**config.mk**
```make
export PLATFORM = sky130hd
export DESIGN_NAME = cslow_stat_acc
export DESIGN_NICKNAME = d
export VERILOG_FILES = /design/src/rtl/cslow_acc_pkg.sv /design/src/rtl/cslow_acc_align.sv /design/src/rtl/cslow_acc_pipe_add.sv /design/src/rtl/cslow_acc_counter.sv /design/src/rtl/cslow_stat_acc.sv
export SDC_FILE = /design/constraint.sdc
export NUM_CORES = 1
export LEC_CHECK = 0
export ABC_AREA = 1
export BUFFER_PORTS_ARGS = -buffer_cell sky130_fd_sc_hd__buf_2
export CAP_MARGIN = 15
export CORE_MARGIN = 3
export CORE_UTILIZATION = 50
export DETAILED_ROUTE_END_ITERATION = 6
export PLACE_DENSITY_LB_ADDON = 0.3
export SLEW_MARGIN = 10
export SYNTH_ARGS = -nofsm -noshare
export SYNTH_HDL_FRONTEND = slang
export SYNTH_HIERARCHICAL = 1
export SYNTH_SLANG_ARGS = --single-unit
```
**constraint.sdc**
```tcl
create_clock -name clk_i -period 8.3 [get_ports clk_i]
set_clock_uncertainty 0.1 [all_clocks]
set_input_delay 0 -clock clk_i [delete_from_list [all_inputs] [get_ports clk_i]]
set_output_delay 0 -clock clk_i [all_outputs]
set_load 0.03 [all_outputs]
```
**src/rtl/cslow_acc_pkg.sv**
```systemverilog
package cslow_acc_pkg;
  // registers from the pins to the adder loop entry
  localparam int unsigned ALIGN_STAGES = 2;
  // stages in the adder loop = number of interleaved partial states
  localparam int unsigned ADD_STAGES   = 3;
  // rd_i edge to valid_o, in rising edges
  localparam int unsigned READ_LAT     = ALIGN_STAGES + 1;

  typedef struct packed {
    logic vld;
    logic rd;
  } ctl_t;
endpackage

```
**src/rtl/cslow_acc_align.sv**
```systemverilog
module cslow_acc_align
  import cslow_acc_pkg::*;
#(
  parameter int unsigned DATA_W = 16,
  parameter int unsigned SQ_W   = 2 * DATA_W
) (
  input  logic              clk_i,
  input  logic              rst_ni,
  input  logic [DATA_W-1:0] x_i,
  input  logic              valid_i,
  input  logic              rd_i,
  output logic [DATA_W-1:0] x_o,
  output logic [SQ_W-1:0]   sq_o,
  output logic              valid_o,
  output logic              rd_o
);
  logic signed [DATA_W-1:0] x1_q;
  ctl_t                     c1_q, c2_q;
  logic [DATA_W-1:0]        x2_q;
  logic [SQ_W-1:0]          sq2_q;
  logic signed [SQ_W-1:0]   x1_ext;
  logic signed [SQ_W-1:0]   prod;

  assign x1_ext = SQ_W'(x1_q);
  assign prod   = x1_ext * x1_ext;

  always_ff @(posedge clk_i or negedge rst_ni) begin
    if (!rst_ni) begin
      x1_q  <= '0;
      c1_q  <= '0;
      x2_q  <= '0;
      sq2_q <= '0;
      c2_q  <= '0;
    end else begin
      x1_q  <= x_i;
      c1_q  <= '{vld: valid_i, rd: rd_i};
      // invalid slots become zero addends; the loop never stalls
      x2_q  <= c1_q.vld ? x1_q : '0;
      sq2_q <= c1_q.vld ? prod : '0;
      c2_q  <= c1_q;
    end
  end

  assign x_o     = x2_q;
  assign sq_o    = sq2_q;
  assign valid_o = c2_q.vld;
  assign rd_o    = c2_q.rd;
endmodule

```
**src/rtl/cslow_acc_pipe_add.sv**
```systemverilog
module cslow_acc_pipe_add #(
  parameter int unsigned W = 46
) (
  input  logic         clk_i,
  input  logic         rst_ni,
  input  logic [W-1:0] a_i,
  input  logic [W-1:0] b_i,
  output logic [W-1:0] sum_o
);
  localparam int unsigned LO_W = W / 2;
  localparam int unsigned HI_W = W - LO_W;

  logic [W-1:0]    a1_q, b1_q;
  logic [LO_W-1:0] lo2_q;
  logic            c2_q;
  logic [HI_W-1:0] ahi2_q, bhi2_q;
  logic [W-1:0]    s3_q;
  logic [LO_W:0]   lo_sum;

  assign lo_sum = {1'b0, a1_q[LO_W-1:0]} + {1'b0, b1_q[LO_W-1:0]};

  always_ff @(posedge clk_i or negedge rst_ni) begin
    if (!rst_ni) begin
      a1_q   <= '0;
      b1_q   <= '0;
      lo2_q  <= '0;
      c2_q   <= 1'b0;
      ahi2_q <= '0;
      bhi2_q <= '0;
      s3_q   <= '0;
    end else begin
      a1_q   <= a_i;
      b1_q   <= b_i;
      lo2_q  <= lo_sum[LO_W-1:0];
      c2_q   <= lo_sum[LO_W];
      ahi2_q <= a1_q[W-1:LO_W];
      bhi2_q <= b1_q[W-1:LO_W];
      s3_q   <= {ahi2_q + bhi2_q + HI_W'(c2_q), lo2_q};
    end
  end

  assign sum_o = s3_q;
endmodule

```
**src/rtl/cslow_acc_counter.sv**
```systemverilog
module cslow_acc_counter #(
  parameter int unsigned CNT_W = 31
) (
  input  logic             clk_i,
  input  logic             rst_ni,
  input  logic             inc_i,
  input  logic             clr_i,
  output logic [CNT_W-1:0] cnt_o
);
  logic [CNT_W-1:0] cnt_q;

  always_ff @(posedge clk_i or negedge rst_ni) begin
    if (!rst_ni) cnt_q <= '0;
    else         cnt_q <= (clr_i ? '0 : cnt_q) + CNT_W'(inc_i);
  end

  assign cnt_o = cnt_q;
endmodule

```
**src/rtl/cslow_stat_acc.sv**
```systemverilog
module cslow_stat_acc
  import cslow_acc_pkg::*;
#(
  parameter int unsigned DATA_W = 16,
  parameter int unsigned LOG_N  = 30
) (
  input  logic                         clk_i,
  input  logic                         rst_ni,
  input  logic [DATA_W-1:0]            x_i,
  input  logic                         valid_i,
  input  logic                         rd_i,
  output logic [LOG_N:0]               count_o,
  output logic [DATA_W+LOG_N-1:0]      sum_o,
  output logic [2*DATA_W+LOG_N-1:0]    sumsq_o,
  output logic                         valid_o
);
  localparam int unsigned SQ_W  = 2 * DATA_W;
  localparam int unsigned SUM_W = DATA_W + LOG_N;
  localparam int unsigned SSQ_W = SQ_W + LOG_N;
  localparam int unsigned CNT_W = LOG_N + 1;

  logic [DATA_W-1:0] al_x;
  logic [SQ_W-1:0]   al_sq;
  logic              al_vld, al_rd;
  logic [SUM_W-1:0]  ring_sum, loop_sum_a, loop_sum_b;
  logic [SSQ_W-1:0]  ring_sq, loop_sq_a, loop_sq_b;
  logic [CNT_W-1:0]  cnt;

  cslow_acc_align #(.DATA_W(DATA_W), .SQ_W(SQ_W)) u_align (
    .clk_i   (clk_i),
    .rst_ni  (rst_ni),
    .x_i     (x_i),
    .valid_i (valid_i),
    .rd_i    (rd_i),
    .x_o     (al_x),
    .sq_o    (al_sq),
    .valid_o (al_vld),
    .rd_o    (al_rd)
  );

  // leaving state is zeroed when read; the aligned sample still joins it
  assign loop_sum_a = al_rd ? '0 : ring_sum;
  assign loop_sq_a  = al_rd ? '0 : ring_sq;
  assign loop_sum_b = {{(SUM_W-DATA_W){al_x[DATA_W-1]}}, al_x};
  assign loop_sq_b  = {{(SSQ_W-SQ_W){1'b0}}, al_sq};

  cslow_acc_pipe_add #(.W(SUM_W)) u_add_sum (
    .clk_i  (clk_i),
    .rst_ni (rst_ni),
    .a_i    (loop_sum_a),
    .b_i    (loop_sum_b),
    .sum_o  (ring_sum)
  );

  cslow_acc_pipe_add #(.W(SSQ_W)) u_add_sq (
    .clk_i  (clk_i),
    .rst_ni (rst_ni),
    .a_i    (loop_sq_a),
    .b_i    (loop_sq_b),
    .sum_o  (ring_sq)
  );

  cslow_acc_counter #(.CNT_W(CNT_W)) u_cnt (
    .clk_i  (clk_i),
    .rst_ni (rst_ni),
    .inc_i  (al_vld),
    .clr_i  (al_rd),
    .cnt_o  (cnt)
  );

  always_ff @(posedge clk_i or negedge rst_ni) begin
    if (!rst_ni) begin
      count_o <= '0;
      sum_o   <= '0;
      sumsq_o <= '0;
      valid_o <= 1'b0;
    end else begin
      valid_o <= al_rd;
      if (al_rd) begin
        count_o <= cnt;
        sum_o   <= ring_sum;
        sumsq_o <= ring_sq;
      end
    end
  end
endmodule

```
==> results.md <==
- Run status: complete, no violations
- RSZ-0062 raised after global routing: false
- Gate count after technology mapping: 4671
- Final std cells w/o fill: 6015
- 1st-iter DRT viols: 1771
- Gr ovfl total: 0
- Post-CTS setup buffer count: 0
- Row Count: 103
- Fillers: 7156
- Avg Inst Size Synth: 8.615 sq um
- Worst Setup Slack, final: 1.755 ns
- Post-route DRC: 0
- Startpoint Class: flop
- Largest fanout on the critical path: 20
- Detail Route Antenna Nets: 0
- Worst Max-Slew Pin Slew: 0.9886 ns
- Yosys reg bits: ~730
- Reg clk slew, reported paths: 0.06 ns
- Detailed-router iteration count before antenna repair: 5
- CTS tree: done
- Die ar.: between 0.08 and 0.09 sq mm
- Largest net degree at the start of global routing: 170
- Hold WS: 0.2172 ns
- First-pass GRT wire length: 143700 um
- Core area: 0.07939 sq mm
- Post-CTS Resized: 0
- Number of buffers created by CTS: 78
- Slew Limit Headroom: 0.3399
- Maxcap violations: 0
- Share of cells above drive strength 1: 0.09144
- Clock root buffer: clkbuf_16
- WP data arrival: 6.96 ns
- Placed cell areas: 0.04205 sq mm
- Ports: 160
- Overall Power: between 15 and 20 mW
- Post-layout util: 0.5690
- Vias per std cell: 4.714
- DR WL/cell: 14.55 um
- Register area: 0.01815 sq mm
- Area of the mapped netlist: 0.04024 sq mm
- Peak supply drop: 0.4632 mV
- Chip height: 289.7 um
- Vias in the first global route: ~28000
- Final wirelength: between 80000 and 90000 um
- Register area share after synthesis: 0.4508
- Critical Path End Type: flop
- Pre-CTS setup slack: 1.770 ns
- Critical Path RT: 8.72 ns
- Pwr/cell area: 423.3 mW/mm^2
- Die Width: 289.7 um
- Placed cells: 5832
- Crit Path Class: reg2reg
- Yosys cell types: between 40 and 50
- Total track usage: 0.2141
- P&R area growth vs syn: 12.25%
- GP Congestion: approximately 0.9
- Setup violations, final: 0
- Antenna Diode Count: 0
- Worst-Skew Late Latency: 0.63 ns
- Area of the multi-input gates: 0.01795 sq mm
- Hold-fix buffers, CTS: 39
- Period utilization: 0.7885
- Initial antenna violation count: 0
- Synth warnings: 6
- Leakage power: between 20 and 30 nW
- Initial Util: 0.5069
- Fin. Hold Viols: 0
- Via count: ~28000
- I/O Buffers: 159
- Worst min path class: reg2reg
- Clock Tree Buf Depth: 3
- Minimum clock period: 6.545 ns
- Slew Viols, Final: 0
- Clock Sinks: around 730
- Achievable Freq: 152.8 MHz
- Post-route cell area: 0.04517 sq mm
- Final #Nets: around 5400
- Post-DP HPWL: ~66000 um
- H-tree depth: 3
- Sum Neg Setup Slack: 0 ns
-- synthesized netlist by cell type (all sizes together) --
cell type | n | share of area
dfrtp | 725 | 0.45
fa | 240 | 0.12
clkbuf | 32 | 0.0030
nand3b | 6 | 0.0011
xor2 | 61 | 0.013
nand4 | 23 | 0.0037
a31o | 3 | 0.00065
inv | 980 | 0.091
o21ai | 21 | 0.0029
nand3 | 173 | 0.025
xnor2 | 14 | 0.0030
nand2 | 1587 | 0.15
or2 | 6 | 0.00093
and2 | 6 | 0.00093
nor3b | 1 | 0.00031
nor4 | 1 | 0.00016
buf | 57 | 0.011
nor3 | 24 | 0.0040
nor2 | 388 | 0.039
a21o | 4 | 0.00075
a21oi | 103 | 0.013
clkinv | 2 | 0.00019
o21bai | 14 | 0.0026
conb | 2 | 0.00019
ha | 198 | 0.062
-- cell type report --
cell class | count | share of cell area
clock inverters | 43 | 0.01163
inverters | 982 | 0.08166
multi-input cells | 2904 | 0.3975
well taps | 1050 | 0.02908
flip-flops and latches | 725 | 0.4017
repair buffers | 210 | 0.02997
clock buffers | 101 | 0.04847
-- registers in the layout (all words and copies together) (netlist names), 15 cells and up --
name	flops
u_add_sum/sum_o	46
u_cnt/cnt_o	31
count_o	31
u_add_sq/a1_q	62
sumsq_o	62
u_align/x_o	15
u_add_sq/ahi2_q	31
u_add_sum/b1_q	46
u_add_sq/b1_q	62
u_add_sq/bhi2_q	31
u_add_sum/bhi2_q	23
sum_o	46
u_add_sum/ahi2_q	23
u_add_sum/a1_q	46
u_align/sq_o	31
u_add_sq/sum_o	62
u_align/x1_q	16
u_add_sq/lo2_q	31
u_add_sum/lo2_q	23
-- per-layer routing --
metal	global-route usage	share of wire	vias to the layer above
met2	0.3564	0.48	469
met3	0.03012	0.040	140
met4	0.06331	0.025	0
met5	0	0	-
li1	-	-	14170
met1	0.2938	0.46	13580
-- worst paths after layout --
path / cells past startpoint / slack, ns / to / start
max in group asynchronous: 5 / 6.04 / sum_o[16] / rst_ni
worst max register to register: 23 / 1.76 / u_align/sq_o[29] / u_align/x1_q[4]
worst min-delay path: 0 / 0.22 / u_add_sum/sum_o[18] / u_add_sum/lo2_q[18]
worst max-delay path: 23 / 1.76 / u_align/sq_o[29] / u_align/x1_q[4]
min in group asynchronous: 4 / 0.48 / sum_o[44] / rst_ni
worst min register to register: 0 / 0.22 / u_add_sum/sum_o[18] / u_add_sum/lo2_q[18]
-- power by group --
part | switching (mW) | internal, mW
clock | 1.49 | 2.09
sequential | 0.424 | 4.38
combinational | 7.13 | 3.61
total | 9.04 | 10.1
-- placed cells by master, fill, tap and decap left out, types with 34 or more instances in the layout --
master	Yosys	final
nand2_1	1538	1538
inv_1	968	968
dfrtp_1	725	724
nor2_1	350	350
fa_1	240	240
ha_1	198	198
buf_2	17	158
nand3_1	152	152
a21oi_1	98	98
clkbuf_16	0	79
xor2_1	61	61
nand2_2	49	49
dlygate4sd3_1	0	38
nor2_2	34	34
-- kinds of logic after synthesis --
family	Yosys count	synth area share
AOI/OAI and AO/OA	145	0.02018
adders and majority gates	438	0.1810
buffers and inverters	1071	0.1057
other	2	0.0001866
and+or+nand+nor	2215	0.2258
DFF	725	0.4508
xor gates and xnor gates	75	0.01632
-- worst max-delay path, stage by stage, from the launching register on --
cell and delay [ns]:
dfrtp_1 0.91, nand2_1 0.27, fa_1 0.60, inv_1 0.08, fa_1 0.75, fa_1 0.62, inv_1 0.05, fa_1 0.48
inv_1 0.06, fa_1 0.53, inv_1 0.05, fa_1 0.52, inv_1 0.04, ha_1 0.37, nand2_1 0.18, nor2_1 0.08
and2_1 0.16, and2_1 0.15, nand2_1 0.06, inv_1 0.04, nor2_1 0.15, nand2_1 0.07, nand2_1 0.06, nor2_1 0.04
(Power assumes the default switching activity.)
